`config.mk`:
```
export PLATFORM = sky130hd
export DESIGN_NAME = irq_prio_ctrl
export DESIGN_NICKNAME = d
export VERILOG_FILES = /design/src/rtl/irq_prio_ctrl.sv
export SDC_FILE = /design/constraint.sdc
export NUM_CORES = 1
export LEC_CHECK = 0
export CAP_MARGIN = 10
export CORE_MARGIN = 10
export CORE_UTILIZATION = 35
export DETAILED_ROUTE_END_ITERATION = 8
export GPL_ROUTABILITY_DRIVEN = 0
export PLACE_DENSITY = 0.72
export SLEW_MARGIN = 20
export SYNTH_ARGS = -nofsm -noshare
export SYNTH_HDL_FRONTEND = slang
export SYNTH_SLANG_ARGS = --single-unit
```
`constraint.sdc`:
```
create_clock -name clk -period 1.3 [get_ports clk]
set_clock_uncertainty 0.05 [all_clocks]
set_input_delay 0.195 -clock clk [delete_from_list [all_inputs] [get_ports clk]]
set_output_delay 0.195 -clock clk [all_outputs]
set_load 0.01 [all_outputs]
```
`src/rtl/irq_prio_ctrl.sv`:
```
module irq_prio_ctrl (
  input  logic       clk,
  input  logic       rst,
  input  logic [1:0] ext_irq,
  input  logic       win_viol,
  input  logic       host_irq,
  input  logic       disp_line,
  input  logic       bus_fault,
  input  logic       sstep,
  input  logic       host_nmi,
  input  logic       nmi_nosave,
  input  logic       en_we,
  input  logic [6:0] en_wdata,
  input  logic       clr_we,
  input  logic [6:0] clr_mask,
  input  logic       irq_ack,
  output logic [6:0] pend_o,
  output logic [6:0] en_o,
  output logic       nmi_pend_o,
  output logic       irq_req,
  output logic [2:0] irq_vec,
  output logic       save_state
);
  localparam int NSRC = 7;

  logic [NSRC-1:0] src, src_q, rise, pend, en, active, clr;
  logic            nmi_q, nmi_rise, nmi_pend, save_q;
  logic [2:0]      vec;

  assign src      = {sstep, win_viol, disp_line, host_irq, ext_irq[1], ext_irq[0], bus_fault};
  assign rise     = src & ~src_q;
  assign nmi_rise = host_nmi & ~nmi_q;
  assign clr      = clr_we ? clr_mask : '0;
  assign active   = pend & en;

  always_ff @(posedge clk) begin
    if (rst) begin
      src_q    <= '0;
      nmi_q    <= 1'b0;
      pend     <= '0;
      en       <= '0;
      nmi_pend <= 1'b0;
      save_q   <= 1'b0;
    end else begin
      src_q    <= src;
      nmi_q    <= host_nmi;
      pend     <= (pend & ~clr) | rise;
      nmi_pend <= (nmi_pend & ~irq_ack) | nmi_rise;
      if (en_we)   en     <= en_wdata;
      if (irq_ack) save_q <= nmi_pend ? ~nmi_nosave : 1'b1;
    end
  end

  always_comb begin
    vec = 3'd0;
    for (int i = NSRC - 1; i >= 0; i--)
      if (active[i]) vec = 3'(i + 1);
    if (nmi_pend) vec = 3'd0;
  end

  assign irq_req    = nmi_pend | (|active);
  assign irq_vec    = vec;
  assign pend_o     = pend;
  assign en_o       = en;
  assign nmi_pend_o = nmi_pend;
  assign save_state = save_q;

  a_r1_rise_sets: assert property (@(posedge clk) disable iff (rst)
    (rise != 0) |=> ((pend & $past(rise)) == $past(rise)));

  a_r2_clear_works: assert property (@(posedge clk) disable iff (rst)
    clr_we |=> ((pend & $past(clr_mask & ~rise)) == 0));

  a_r5_vec_names_active: assert property (@(posedge clk) disable iff (rst)
    (irq_req && irq_vec != 3'd0) |-> (pend[irq_vec - 3'd1] && en[irq_vec - 3'd1]));

  a_r6_nmi_wins: assert property (@(posedge clk) disable iff (rst)
    nmi_rise |=> (irq_req && irq_vec == 3'd0));

  a_r7_ack_clears_nmi: assert property (@(posedge clk) disable iff (rst)
    (irq_ack && nmi_pend && !nmi_rise) |=> !nmi_pend);

  a_r8_save_mode: assert property (@(posedge clk) disable iff (rst)
    (irq_ack && nmi_pend) |=> (save_state == !$past(nmi_nosave)));

  a_r9_reset_clears: assert property (@(posedge clk)
    rst |=> (pend == 0 && en == 0 && !nmi_pend && !save_state));
endmodule

```
# Word-level counts from Yosys, hierarchy flattened
# Cells that the tools add are included.
# word_totals
ff_bits	24
input_bits	28
out_inout_bits	20
wordCells	30
# classes
n_mux	10
bitwise	13
n_reduce_logical	1
# op_table
operator	count
3-bit two-way mux	8
7-bit AND	3
7-bit NOT	2
7-bit two-way mux	1
7-bit OR	1
7-bit OR reduction	1
1-bit NOT	3
1-bit AND	2
1-bit OR	2
1-bit two-way mux	1

# Longest topological paths before layout
# depth
word_depth	9
mapped_depth	3
depth_no_buf	3

# Least setup slack after synthesis
# OpenSTA, ideal clock, no wires.
# synth_path
path_kind	register to output
start	reg pend[2] (netlist: pend_o[2])
end	out irq_vec[2]
arrival_time_ps	964
path_slack_ps	91
stages_incl_launch_ff	4
n_path_buf	0
cell_sequence	dfxtp_1 a22o_1 nor3b_2 nor2b_2
# synth_via
elab_chain_cells	5
# synth_lines
item	line	rtl
start, declared	26	logic [NSRC-1:0] src, src_q, rise, pend, en, active, clr;
start signal, assigned	47	pend <= (pend & ~clr) | rise;
7-bit AND	34	assign active = pend & en;
3-bit two-way mux (3 in a row)	57	if (active[i]) vec = 3'(i + 1);
3-bit two-way mux	58	if (nmi_pend) vec = 3'd0;
end, declared	21	output logic [2:0] irq_vec,
# Every way passes these cells.

# Final worst setup path
# layout_path
start	reg en[5] (netlist: en_o[5])
end	out irq_vec[1]
# layout_via
elab_chain_cells	8
# layout_lines
item	line	rtl
start, declared	26	
start signal, assigned	49	if (en_we) en <= en_wdata;
7-bit AND	34	
3-bit two-way mux (6 in a row)	57	
3-bit two-way mux	58	
# Every way passes these cells.

==> run summary <==
The number of nets produced by synthesis came out at around 130. The number of synthesis warnings is 0. STA classifies the critical path startpoint as a flop. The proportion of netlist area held by the largest area contributor is 0.522. The run finished, with violations left.

The critical path goes through a22o_1 -> a222oi_1 -> nor3_1 -> buf_2. The clock-pin slew on the worst setup and hold paths came out at between 0.1 and 0.15 ns. The post-detailed-route count of antenna-violating nets came out at 0. The maximum VDD drop is 775 uV.

The number of top-level pins came out at 48. The final routed DRC violation total came out at 0. The clock drives 24 sinks. Together, buffers and inverters on the worst path number 1. The total core area came out at approximately 0.0025 mm^2.

The post-synthesis sequential element count came out at 24. In the final layout, the share of cells above drive strength 1 is 0.398. In the synthesized netlist, the number of instances is 100. The worst path in the final design needs a cycle of between 1.5 and 2 ns, including I/O delays and setup. The first global-routing pass estimated around 4.6 mm of wire.

The final-stage net count came out at 200. The worst setup path endpoint is irq_vec[1]. The number of enable-type register cells in the synthesized netlist came out at 0. TritonCTS built the clock tree.

The library cells used most frequently in the layout, excluding fill and tap cells, are 27 x sky130_fd_sc_hd__clkdlybuf4s50_1, 19 x sky130_fd_sc_hd__buf_4, 17 x sky130_fd_sc_hd__nor2_1. The worst register-to-register path ends at nmi_pend_o. The number of placement rows is 18. The cell count along the critical path came out at 4. The post-route core utilization came out at 0.654. The worst setup slack after placement is -0.368 ns. The max-cap violation count is 0.

The most used flip-flop cell after synthesis is sky130_fd_sc_hd__dfxtp_1. The checks that failed: setup timing. On the critical path, the stage with the largest delay is an instance of sky130_fd_sc_hd__dfxtp_2.

The number of antenna violations at the first check in global routing is 0. The post-route standard cell area excluding fillers is approximately 0.0016 mm^2. The number of cells on the worst reg-to-reg path is 5. Counting flops with an async set or reset pin after synthesis yields a share of 0.

The final hold slack is around 0.37 ns. By area the synthesized netlist is led by sky130_fd_sc_hd__dfxtp_1 52%, sky130_fd_sc_hd__nor2b_1 10%, sky130_fd_sc_hd__mux2i_1 7.6%. The number of max-slew violations in the final report is 0. Measured along the x axis, the die boundary spans 71.3 um.

Of all cell types, the one taking the most synthesized area is sky130_fd_sc_hd__dfxtp_1. The share of the clock period used by the worst path after layout came out at 1.29. For the worst setup path, the data arrival time is 1.43 ns. The antenna cell count came out at 0.

The setup TNS came out at -1.26 ns. The leakage power is approximately 0.75 nW. The clock latency on the worst-skew pair is around 0.31 ns. The initial utilization of the core area, before any placement, comes to 0.368.

The iteration count of the initial detailed-routing pass is 5. The HPWL after detailed placement came out at approximately 2.3 mm. The path class of the tightest hold or removal check is in2reg. Compared with the post-synthesis result, the final layout area differs by 77.4%. The maximum operating frequency is 0.598 GHz. The top fanout value on the critical path came out at 2.

The number of distinct library cells after synthesis is 21. The clock tree buffer depth is 2. The power per cell area is approximately 1000 mW/mm^2. The average size of a mapped cell is 9.21 um^2. In the final routed layout, each cell accounts on average for roughly 14 um. The total wirelength of the detailed-routed design came out at ~2.9 mm.

The die span in y is 71.3 um. The post-detailed-placement cell area is around 0.0016 mm^2. The worst setup path is of the reg2out kind. The number of vias in the routed layout came out at 939. The layout filler cell count is roughly 230. The cell count after placement is roughly 190. The register area is about 500 um^2.

Setup repair after global routing could not meet its margin everywhere. The number of hold violations in the final report is 0. The required time of the critical path came out at approximately 1.1 ns.

The number of design-rule violations left by the first detailed-router iteration came out at 41. The worst slew slack as a fraction of its limit is 0.806. The final critical-path setup slack is -0.373 ns.

In this run the clock root is driven by a sky130_fd_sc_hd__clkbuf_4. The setup violation total in the final timing report is 4. The worst setup path is captured at a primary output. The commonest non-fill, non-tap cell in the layout is sky130_fd_sc_hd__clkdlybuf4s50_1. For this design, the CTS-stage hold fixing added 0 buffers. The global-route total usage across every layer is 0.108.

The fraction of the yosys area taken by sequential cells is 0.522. Total power for the finished layout comes to approximately 1.6 mW. Entering global routing, the biggest net connects 25 pins. In this run the critical register-to-register path is launched from nmi_pend_o. The number of CTS-inserted buffers came out at 3. The total congestion overflow after global routing came out at 0. The launch point of the worst path is en_o[5]. The count of cells in the finished layout, fillers not included, comes to ~200.

The slack of the worst reg-to-reg path is ~0.26 ns. The H-tree level count came out at 1. The maximum cell stage delay along the critical path is between 0.3 and 0.4 ns. In this design, the largest share of critical-path delay is due to compound AO/OA/AOI/OAI gates.

The slew at the pin closest to its max-slew limit is 0.291 ns. The combined area of all synthesized cells came out at approximately 920 um^2. The die outline area is ~0.0051 mm^2. The via-per-instance ratio came out at 4.67. The via count of the first global-routing pass came out at 1,012.

Summing all multi-input logic gate instances after layout gives between 400 and 500 um^2. The count of buffers added on input and output ports is 47.
[power breakdown]
part	switching [mW]	internal, mW
clock	0.223	0.171
sequential	0.0260	0.788
combinational	0.154	0.239
[repair_timing]
action	in CTS	in global routing
setup endpoints to repair	20	18
cloned	0	0
endpoints found under the hold margin	0	0
pin swaps	7	6
gates resized for setup	70	25
setup buffers	4	3
[layer usage]
layer / global-route usage / vias to the layer above / wire length, um
met5: 0 / - / 0
met4: 0.0516 / 0 / 41
met3: 0.0496 / 4 / 304
met2: 0.175 / 34 / 1350
met1: 0.116 / 425 / 1180
li1: - / 476 / -
[sequential cells by signal, indices dropped and copies added (netlist names)]
signal and count:
save_state 1, src_q 7, pend_o 7, en_o 7
nmi_pend_o 1, nmi_q 1
[synthesized netlist by cell type, types with 2 or more instances]
cell type	n
sky130_fd_sc_hd__nand2_1	11
sky130_fd_sc_hd__buf_2	2
sky130_fd_sc_hd__nor2_1	17
sky130_fd_sc_hd__dfxtp_1	24
sky130_fd_sc_hd__a21oi_1	7
sky130_fd_sc_hd__nor2b_1	15
sky130_fd_sc_hd__and2_1	2
sky130_fd_sc_hd__a22o_1	2
sky130_fd_sc_hd__mux2i_1	7
sky130_fd_sc_hd__inv_1	2
[cell type report]
class,count,share of cell area
Tap cell,30,0.0230
Timing Repair Buffer,70,0.368
Sequential cell,24,0.305
Inverter,2,0.00459
Clock buffer,4,0.0222
Multi-Input combinational cell,71,0.278
[worst min-delay path by stage]
stage	startpoint	to	slack [ns]	depth (start not counted)
after floorplan	rst	src_q[1]	0.22	1
after global placement	save_state	save_state	0.43	2
after detailed placement	save_state	save_state	0.46	2
after CTS	host_nmi	nmi_q	0.37	3
after global routing	disp_line	src_q[4]	0.37	2
final	host_nmi	nmi_q	0.37	3
[worst min-delay path, stage by stage]
cell	delay (ns)
sky130_fd_sc_hd__clkdlybuf4s50_1	0.39
sky130_fd_sc_hd__inv_1	0.07
sky130_fd_sc_hd__nor2_1	0.04
[logic make-up after synthesis]
logic type / count (synthesis) / share of synthesized area
AND/OR/NAND/NOR: 49 / 0.268
buffers and inverters: 5 / 0.0231
multiplexers: 7 / 0.0761
flip-flops: 24 / 0.522
AO/OA/AOI/OAI: 15 / 0.111
(Power assumes the default switching activity.)
